[src/rtl/ddr3_pwrup_pkg.sv]
package ddr3_pwrup_pkg;

  typedef enum logic [1:0] {
    OP_WAIT = 2'd0,
    OP_CTL  = 2'd1,
    OP_CMD  = 2'd2,
    OP_END  = 2'd3
  } op_e;

  // control word bits
  localparam logic [3:0] CW_SEL  = 4'b0001;
  localparam logic [3:0] CW_CKE  = 4'b0010;
  localparam logic [3:0] CW_ODT  = 4'b0100;
  localparam logic [3:0] CW_RSTN = 4'b1000;
  // command word bits
  localparam logic [3:0] CM_CS   = 4'b0001;
  localparam logic [3:0] CM_WE   = 4'b0010;
  localparam logic [3:0] CM_CAS  = 4'b0100;
  localparam logic [3:0] CM_RAS  = 4'b1000;

  localparam int PC_W = 4;

  typedef struct packed {
    op_e         op;
    logic [3:0]  ctl;
    logic [15:0] addr;
    logic [2:0]  bank;
    logic [3:0]  cmd;
  } step_t;

  // wait length in cycles: simulation override or a tenth of a second
  function automatic int unsigned wait_len(input int unsigned clk_hz,
                                           input int unsigned sim_cyc);
    int unsigned n;
    n = (sim_cyc != 0) ? sim_cyc : clk_hz / 10;
    if (n == 0) n = 1;
    return n;
  endfunction

  function automatic step_t mk(input op_e op, input logic [3:0] ctl,
                               input logic [15:0] addr, input logic [2:0] bank,
                               input logic [3:0] cmd);
    step_t s;
    s.op = op; s.ctl = ctl; s.addr = addr; s.bank = bank; s.cmd = cmd;
    return s;
  endfunction

  // the fixed power-up program
  function automatic step_t step_at(input logic [PC_W-1:0] pc);
    logic [3:0] mrs;
    mrs = CM_RAS | CM_CAS | CM_WE | CM_CS;
    case (pc)
      4'd0:    return mk(OP_WAIT, 4'h0, 16'h0, 3'd0, 4'h0);
      4'd1:    return mk(OP_CTL, 4'h0, 16'h0, 3'd0, 4'h0);
      4'd2:    return mk(OP_CTL, CW_ODT | CW_RSTN, 16'h0, 3'd0, 4'h0);
      4'd3:    return mk(OP_WAIT, 4'h0, 16'h0, 3'd0, 4'h0);
      4'd4:    return mk(OP_CTL, CW_CKE | CW_ODT | CW_RSTN, 16'h0, 3'd0, 4'h0);
      4'd5:    return mk(OP_WAIT, 4'h0, 16'h0, 3'd0, 4'h0);
      4'd6:    return mk(OP_CMD, 4'h0, 16'h0408, 3'd2, mrs);
      4'd7:    return mk(OP_CMD, 4'h0, 16'h0000, 3'd3, mrs);
      4'd8:    return mk(OP_CMD, 4'h0, 16'h0006, 3'd1, mrs);
      4'd9:    return mk(OP_CMD, 4'h0, 16'h0930, 3'd0, mrs);
      4'd10:   return mk(OP_WAIT, 4'h0, 16'h0, 3'd0, 4'h0);
      4'd11:   return mk(OP_CMD, 4'h0, 16'h0400, 3'd0, CM_WE | CM_CS);
      4'd12:   return mk(OP_WAIT, 4'h0, 16'h0, 3'd0, 4'h0);
      4'd13:   return mk(OP_CTL, CW_SEL, 16'h0, 3'd0, 4'h0);
      default: return mk(OP_END, 4'h0, 16'h0, 3'd0, 4'h0);
    endcase
  endfunction

endpackage

[src/rtl/ddr3_pwrup_steprom.sv]
module ddr3_pwrup_steprom
  import ddr3_pwrup_pkg::*;
(
  input  logic [PC_W-1:0] pc,
  output step_t           step
);
  always_comb step = step_at(pc);
endmodule

[src/rtl/ddr3_pwrup_timer.sv]
module ddr3_pwrup_timer #(
  parameter int unsigned WAIT_CYC = 20
) (
  input  logic clk,
  input  logic rst_n,
  input  logic load,
  output logic busy,
  output logic expire
);
  localparam int unsigned CNT_W = (WAIT_CYC > 1) ? $clog2(WAIT_CYC) : 1;
  localparam logic [CNT_W-1:0] LOAD_VAL = CNT_W'(WAIT_CYC - 1);

  logic [CNT_W-1:0] cnt;
  logic             active;

  always_ff @(posedge clk) begin
    if (!rst_n) begin
      cnt    <= '0;
      active <= 1'b0;
    end else if (load) begin
      cnt    <= LOAD_VAL;
      active <= 1'b1;
    end else if (active) begin
      if (cnt == '0) active <= 1'b0;
      else           cnt    <= cnt - 1'b1;
    end
  end

  assign busy   = active;
  assign expire = active && (cnt == '0);

  AST_TMR_EXPIRE_ENDS: assert property (@(posedge clk) disable iff (!rst_n)
    (expire && !load) |=> !busy);
  AST_TMR_NO_RELOAD: assert property (@(posedge clk) disable iff (!rst_n)
    busy |-> !load);
endmodule

[src/rtl/ddr3_pwrup_drive.sv]
module ddr3_pwrup_drive #(
  parameter int ADDR_W = 14,
  parameter int BANK_W = 3
) (
  input  logic              clk,
  input  logic              rst_n,
  input  logic              ld_ctl,
  input  logic [3:0]        ctl_val,
  input  logic              ld_cmd,
  input  logic [ADDR_W-1:0] addr_val,
  input  logic [BANK_W-1:0] bank_val,
  input  logic [3:0]        cmd_val,
  input  logic              fire,
  output logic [3:0]        ctl_word,
  output logic [ADDR_W-1:0] dfi_addr,
  output logic [BANK_W-1:0] dfi_bank,
  output logic [3:0]        cmd_word,
  output logic              cmd_issue
);
  always_ff @(posedge clk) begin
    if (!rst_n) begin
      ctl_word  <= '0;
      dfi_addr  <= '0;
      dfi_bank  <= '0;
      cmd_word  <= '0;
      cmd_issue <= 1'b0;
    end else begin
      cmd_issue <= fire;
      if (ld_ctl) ctl_word <= ctl_val;
      if (ld_cmd) begin
        dfi_addr <= addr_val;
        dfi_bank <= bank_val;
        cmd_word <= cmd_val;
      end
    end
  end

  AST_ISSUE_SINGLE: assert property (@(posedge clk) disable iff (!rst_n)
    cmd_issue |=> !cmd_issue);
  AST_ISSUE_OPERANDS_HELD: assert property (@(posedge clk) disable iff (!rst_n)
    cmd_issue |-> ($stable(dfi_addr) && $stable(dfi_bank) && $stable(cmd_word)));
  AST_ISSUE_HAS_CMD: assert property (@(posedge clk) disable iff (!rst_n)
    cmd_issue |-> (cmd_word[0] == 1'b1));
endmodule

[src/rtl/ddr3_pwrup_seq.sv]
module ddr3_pwrup_seq
  import ddr3_pwrup_pkg::*;
#(
  parameter int unsigned CLK_HZ       = 200_000_000,
  parameter int unsigned SIM_WAIT_CYC = 0,
  parameter int          ADDR_W       = 14,
  parameter int          BANK_W       = 3
) (
  input  logic              clk,
  input  logic              rst_n,
  input  logic              start,
  output logic [ADDR_W-1:0] dfi_addr,
  output logic [BANK_W-1:0] dfi_bank,
  output logic [3:0]        cmd_word,
  output logic              cmd_issue,
  output logic [3:0]        ctl_word,
  output logic              init_done
);
  localparam int unsigned WAIT_CYC = wait_len(CLK_HZ, SIM_WAIT_CYC);

  typedef enum logic [2:0] {
    ST_IDLE, ST_EXEC, ST_ISSUE, ST_WAIT, ST_DONE
  } state_e;

  state_e          state, state_nx;
  logic [PC_W-1:0] pc, pc_nx;
  step_t           step;

  logic tmr_load, tmr_busy, tmr_expire;
  logic ld_ctl, ld_cmd, fire;

  ddr3_pwrup_steprom u_rom (.pc(pc), .step(step));

  ddr3_pwrup_timer #(.WAIT_CYC(WAIT_CYC)) u_tmr (
    .clk(clk), .rst_n(rst_n), .load(tmr_load),
    .busy(tmr_busy), .expire(tmr_expire)
  );

  ddr3_pwrup_drive #(.ADDR_W(ADDR_W), .BANK_W(BANK_W)) u_drv (
    .clk(clk), .rst_n(rst_n),
    .ld_ctl(ld_ctl), .ctl_val(step.ctl),
    .ld_cmd(ld_cmd), .addr_val(step.addr[ADDR_W-1:0]),
    .bank_val(step.bank[BANK_W-1:0]), .cmd_val(step.cmd),
    .fire(fire),
    .ctl_word(ctl_word), .dfi_addr(dfi_addr), .dfi_bank(dfi_bank),
    .cmd_word(cmd_word), .cmd_issue(cmd_issue)
  );

  always_comb begin
    state_nx = state;
    pc_nx    = pc;
    tmr_load = 1'b0;
    ld_ctl   = 1'b0;
    ld_cmd   = 1'b0;
    fire     = 1'b0;
    case (state)
      ST_IDLE: if (start) begin
        state_nx = ST_EXEC;
        pc_nx    = '0;
      end
      ST_EXEC: case (step.op)
        OP_WAIT: begin tmr_load = 1'b1; state_nx = ST_WAIT; end
        OP_CTL:  begin ld_ctl = 1'b1; pc_nx = pc + 1'b1; end
        OP_CMD:  begin ld_cmd = 1'b1; state_nx = ST_ISSUE; end
        default: state_nx = ST_DONE;
      endcase
      ST_ISSUE: begin
        fire     = 1'b1;
        pc_nx    = pc + 1'b1;
        state_nx = ST_EXEC;
      end
      ST_WAIT: if (tmr_expire) begin
        pc_nx    = pc + 1'b1;
        state_nx = ST_EXEC;
      end
      default: state_nx = ST_DONE;
    endcase
  end

  always_ff @(posedge clk) begin
    if (!rst_n) begin
      state <= ST_IDLE;
      pc    <= '0;
    end else begin
      state <= state_nx;
      pc    <= pc_nx;
    end
  end

  assign init_done = (state == ST_DONE);

  AST_START_IGNORED: assert property (@(posedge clk) disable iff (!rst_n)
    (state != ST_IDLE) |=> (state != ST_IDLE));
  AST_WAIT_QUIET: assert property (@(posedge clk) disable iff (!rst_n)
    tmr_busy |=> ($stable(ctl_word) && $stable(cmd_word) && $stable(dfi_addr)));
  AST_DONE_STICKY: assert property (@(posedge clk) disable iff (!rst_n)
    init_done |=> (init_done && $stable(ctl_word) && !cmd_issue));
  AST_DONE_HANDOVER: assert property (@(posedge clk) disable iff (!rst_n)
    init_done |-> (ctl_word == CW_SEL));
  AST_IDLE_QUIET: assert property (@(posedge clk) disable iff (!rst_n)
    (state == ST_IDLE) |-> (ctl_word == 4'h0 && !cmd_issue));
endmodule

[config.mk]
export PLATFORM = sky130hd
export DESIGN_NAME = ddr3_pwrup_seq
export DESIGN_NICKNAME = d
export VERILOG_FILES = /design/src/rtl/ddr3_pwrup_pkg.sv /design/src/rtl/ddr3_pwrup_steprom.sv /design/src/rtl/ddr3_pwrup_timer.sv /design/src/rtl/ddr3_pwrup_drive.sv /design/src/rtl/ddr3_pwrup_seq.sv
export SDC_FILE = /design/constraint.sdc
export NUM_CORES = 1
export LEC_CHECK = 0
export BUFFER_PORTS_ARGS = -buffer_cell sky130_fd_sc_hd__buf_2
export CAP_MARGIN = 20
export CORE_AREA = 2 2 73 75
export CTS_CLUSTER_DIAMETER = 120
export DETAILED_ROUTE_END_ITERATION = 10
export DIE_AREA = 0 0 75 77
export GPL_TIMING_DRIVEN = 0
export PLACE_DENSITY_LB_ADDON = 0.25
export SYNTH_ARGS = -nofsm -noshare
export SYNTH_HDL_FRONTEND = slang
export SYNTH_SLANG_ARGS = --single-unit
export TNS_END_PERCENT = 100
[constraint.sdc]
create_clock -name clk -period 4 [get_ports clk]
set_clock_uncertainty 0.1 [all_clocks]
set_input_delay 0.2 -clock clk [delete_from_list [all_inputs] [get_ports clk]]
set_output_delay 0.2 -clock clk [all_outputs]
set_load 0.1 [all_outputs]
==> impl_metrics.tcl <==
set metrics [dict create \
    number_of_global_route_vias_before_repair 1923 \
    antenna_cells 0 \
    number_of_antenna_violating_nets_in_the_routed_design 0 \
    library_cells_used_by_synthesis 49 \
    routed_via_density 5.20 \
    fin_crit_sh 0.817 \
    placed_cells 389 \
    dieHeight_um 77 \
    tightestPinTransition_ns 0.667 \
    htree_num_levels 3 \
    layoutNonFillerInstCount 405 \
    root_buffer "clkbuf_8" \
    detailroute.via_count 2107 \
    relSlewSlack 0.553 \
    leakage_nw 1.38 \
    overflow 0 \
    asyncSetResetFlopFracSynth 0 \
    ys_flop_type "dfxtp_1" \
    cts_sinks 58 \
    clockPowerShare 0.377 \
    horiz_die_dim_um 75 \
    path_clk_slew_ns 0.07 \
    std_cell_rows 26 \
    final-setup-viol-count 0 \
    min-delay-start "start" \
    timing.max_cap.violations 0 \
    routed_wl_um 5180 \
    tritoncts "yes" \
    power.internal_mw 1.14 \
    yosys_warnings 0 \
    utilization 0.619 \
    globalRouteTotalUtil 0.196 \
    hold_class "primary input to flop" \
    synth_cells 292 \
    timing.hold.worst_path_depth 3 \
    netlist_area_sq_mm 0.00264 \
    postCtsSetupRepairBufs 0 \
    r2r-start "u_tmr.cnt[13]" \
    timing.critical_path.to_type "flop" \
    grt_antenna_before_repair 0 \
    final.fill_count 428 \
    netSwitchingPower_uw 491 \
    core_box_area_sq_mm 0.00498 \
    slowest_delay_ns 0.43 \
    switching_share 0.301 \
    holdBufCountCts 0 \
    finalSetupTns_ns 0 \
    worstPathCellList "or3_1 -> or4_1 -> buf_6 -> o311ai_4 -> nand2_1 -> a31oi_4 -> inv_1 -> ha_1 -> nor2_1 -> a31oi_1 -> o211ai_1" \
    timing.critical_path.from_type "flop" \
    routed_wire_length_per_instance_um 12.8 \
    worst_hold_path.endpoint "state[0]" \
    rsz_0062_raised_after_global_routing "no" \
    post-route-drc-count 0 \
    area_growth_pct 16.8 \
    postSynthRegisterBits 58 \
    timing_max_transition_violations_final 0 \
    globalplace.congestion 0.811 \
    power.share.sequential 0.412 \
    synthTopCellsByArea "dfxtp_1 44%, nor2_1 5.1%, a21oi_1 4.6%, mux2i_1 4.6%, buf_4 4.0%" \
    netlist.top_cell.by_area "dfxtp_1" \
    timing.reg2reg.worst_path_depth 11 \
    synth.most_common_cell "dfxtp_1" \
    drt_iter0_drc 65 \
    synth_area_per_cell_sq_um 9.04 \
    synth_enable_flop_cells 0 \
    clk_lat_worst_skew_ns 0.34 \
    worst_ep_required_time_ns 4.12 \
    worst_path_max_delay_cell "or4_1" \
    power_density_mw_per_mm2 529 \
    sum_of_net_half_perimeters_after_detailed_placement_um 3540 \
    ff_to_ff_end "u_rom.step[27]" \
    grt_max_degree 11 \
    timing.setup.critical_path_class "flop to flop" \
    data_arrival_time_of_the_critical_path_ns 3.39 \
    final_layout_size_suffix_gt1_frac 0.188 \
    firstDrtPassIters 4 \
    proportion_of_netlist_area_held_by_the_largest_area_contributor 0.440 \
    cts_buffer_depth 2 \
    cts_inserted_buffers 9 \
    peakVddDrop_v 0.000352 \
    fmax_ghz 0.306 \
    post_synth_most_frequent_cells "58 x dfxtp_1, 36 x nor2_1, 24 x a21oi_1" \
    pin_count 30 \
    cp_max_fo 8 \
    status "completed" \
    timing_hold_violations_final 0 \
    initial_core_util 0.530 \
    hold_slack_ns 0.105 \
    final_period_minus_worst_setup_slack_ns 3.27 \
    grt_first_pass_wirelength_um 8600 \
    final_nets 338 \
    cts_resized 0 \
    total_power_mw 1.63 \
    timing.reg2reg.setup_slack_ns 0.73 \
    comb_power_share 0.211 \
    fp.dieArea_sq_mm 0.00578 \
    place.port_buffers 21 \
    seq_total_area_yosys 0.440 \
]
-- worst max-delay path: cells and delay by family (launching register included) --
family | cells | cell delay, ns
AOI/OAI and AO/OA | 4 | 0.99
adders and majority gates | 1 | 0.31
DFF | 1 | 0.33
and+or+nand+nor | 4 | 1.12
buffers and inverters | 2 | 0.29
-- stage by stage --
step | area, sq um | worst slack, ns
final | 3080 | 0.732
after global routing | 3080 | 0.550
after CTS | 3080 | 0.728
after detailed placement | 2850 | 0.738
after global placement | 2850 | 0.825
after floorplan | 2660 | 0.998
-- layout make-up --
cell class,count,area [sq um],area share
Clock buffer,12,155,0.0503
Clock inverter,4,73.8,0.0239
Multi-Input combinational cell,202,1300,0.420
Timing Repair Buffer,21,105,0.0341
Inverter,12,45.0,0.0146
Sequential cell,58,1160,0.377
Buffer,26,159,0.0515
Tap cell,70,87.6,0.0284
-- kinds of logic (layout without fill, tap and decap cells) --
family | Yosys count | count (layout) | share of synthesized area
buffers and inverters | 38 | 75 | 0.0773
and+or+nand+nor | 107 | 107 | 0.212
DFF | 58 | 58 | 0.440
adders and majority gates | 5 | 5 | 0.0237
AOI/OAI and AO/OA | 48 | 48 | 0.123
xor gates and xnor gates | 23 | 23 | 0.0763
other | 1 | 7 | 0.00142
muxes | 12 | 12 | 0.0455
-- flip-flops by register name, indices dropped and copies added (netlist names) --
| name | count |
|---|---|
| u_tmr.cnt | 25 |
| u_rom.step | 13 |
| pc | 4 |
| u_drv.dfi_addr | 4 |
| state | 3 |
| u_drv.ctl_word | 3 |
| u_drv.cmd_word | 2 |
| u_drv.dfi_bank | 2 |
| u_drv.cmd_issue | 1 |
| u_tmr.busy | 1 |
-- worst max-delay path by stage --
stage	slack [ns]	cells past startpoint	from	end
after detailed placement	0.74	11	u_tmr.cnt[13]	u_rom.step[27]
after CTS	0.73	11	u_tmr.cnt[13]	u_rom.step[27]
after global placement	0.82	11	u_tmr.cnt[13]	u_rom.step[27]
final	0.73	11	u_tmr.cnt[13]	u_rom.step[27]
after global routing	0.55	11	u_tmr.cnt[13]	u_rom.step[27]
after floorplan	1.0	3	state[2]	init_done
-- cell usage in the layout (no fill, tap or decap), drive strengths merged, types with 3 or more instances in the layout --
cell type / n
dfxtp: 58
nor2: 37
buf: 37
a21oi: 24
clkbuf: 22
nand2: 14
mux2i: 12
xnor2: 12
or3: 12
xor2: 11
inv: 11
nand3: 8
nor4: 7
conb: 7
nor3: 7
a31oi: 6
ha: 5
o21ai: 4
nand2b: 3
or4: 3
o31ai: 3
nand4: 3
clkinv: 3
-- metal layers --
layer  part of all wire  track usage  routed length [um]  up-vias
met5                  0            0                   0        -
met4              0.012        0.104                  62        0
met1               0.49        0.261                2520      983
met3              0.049       0.0473                 255        7
li1                   -            -                   -     1077
met2               0.45        0.289                2340       40
-- power by group through the flow --
stage,combinational [mW],sequential [mW],clock (mW)
2_1_floorplan,0.283,0.677,0
3_3_place_gp,0.333,0.682,0
3_5_place_dp,0.338,0.684,0
4_1_cts,0.343,0.672,0.620
5_1_grt,0.386,0.679,0.645
6_report,0.343,0.672,0.614
Note: power is estimated with default switching activity, not from simulation.
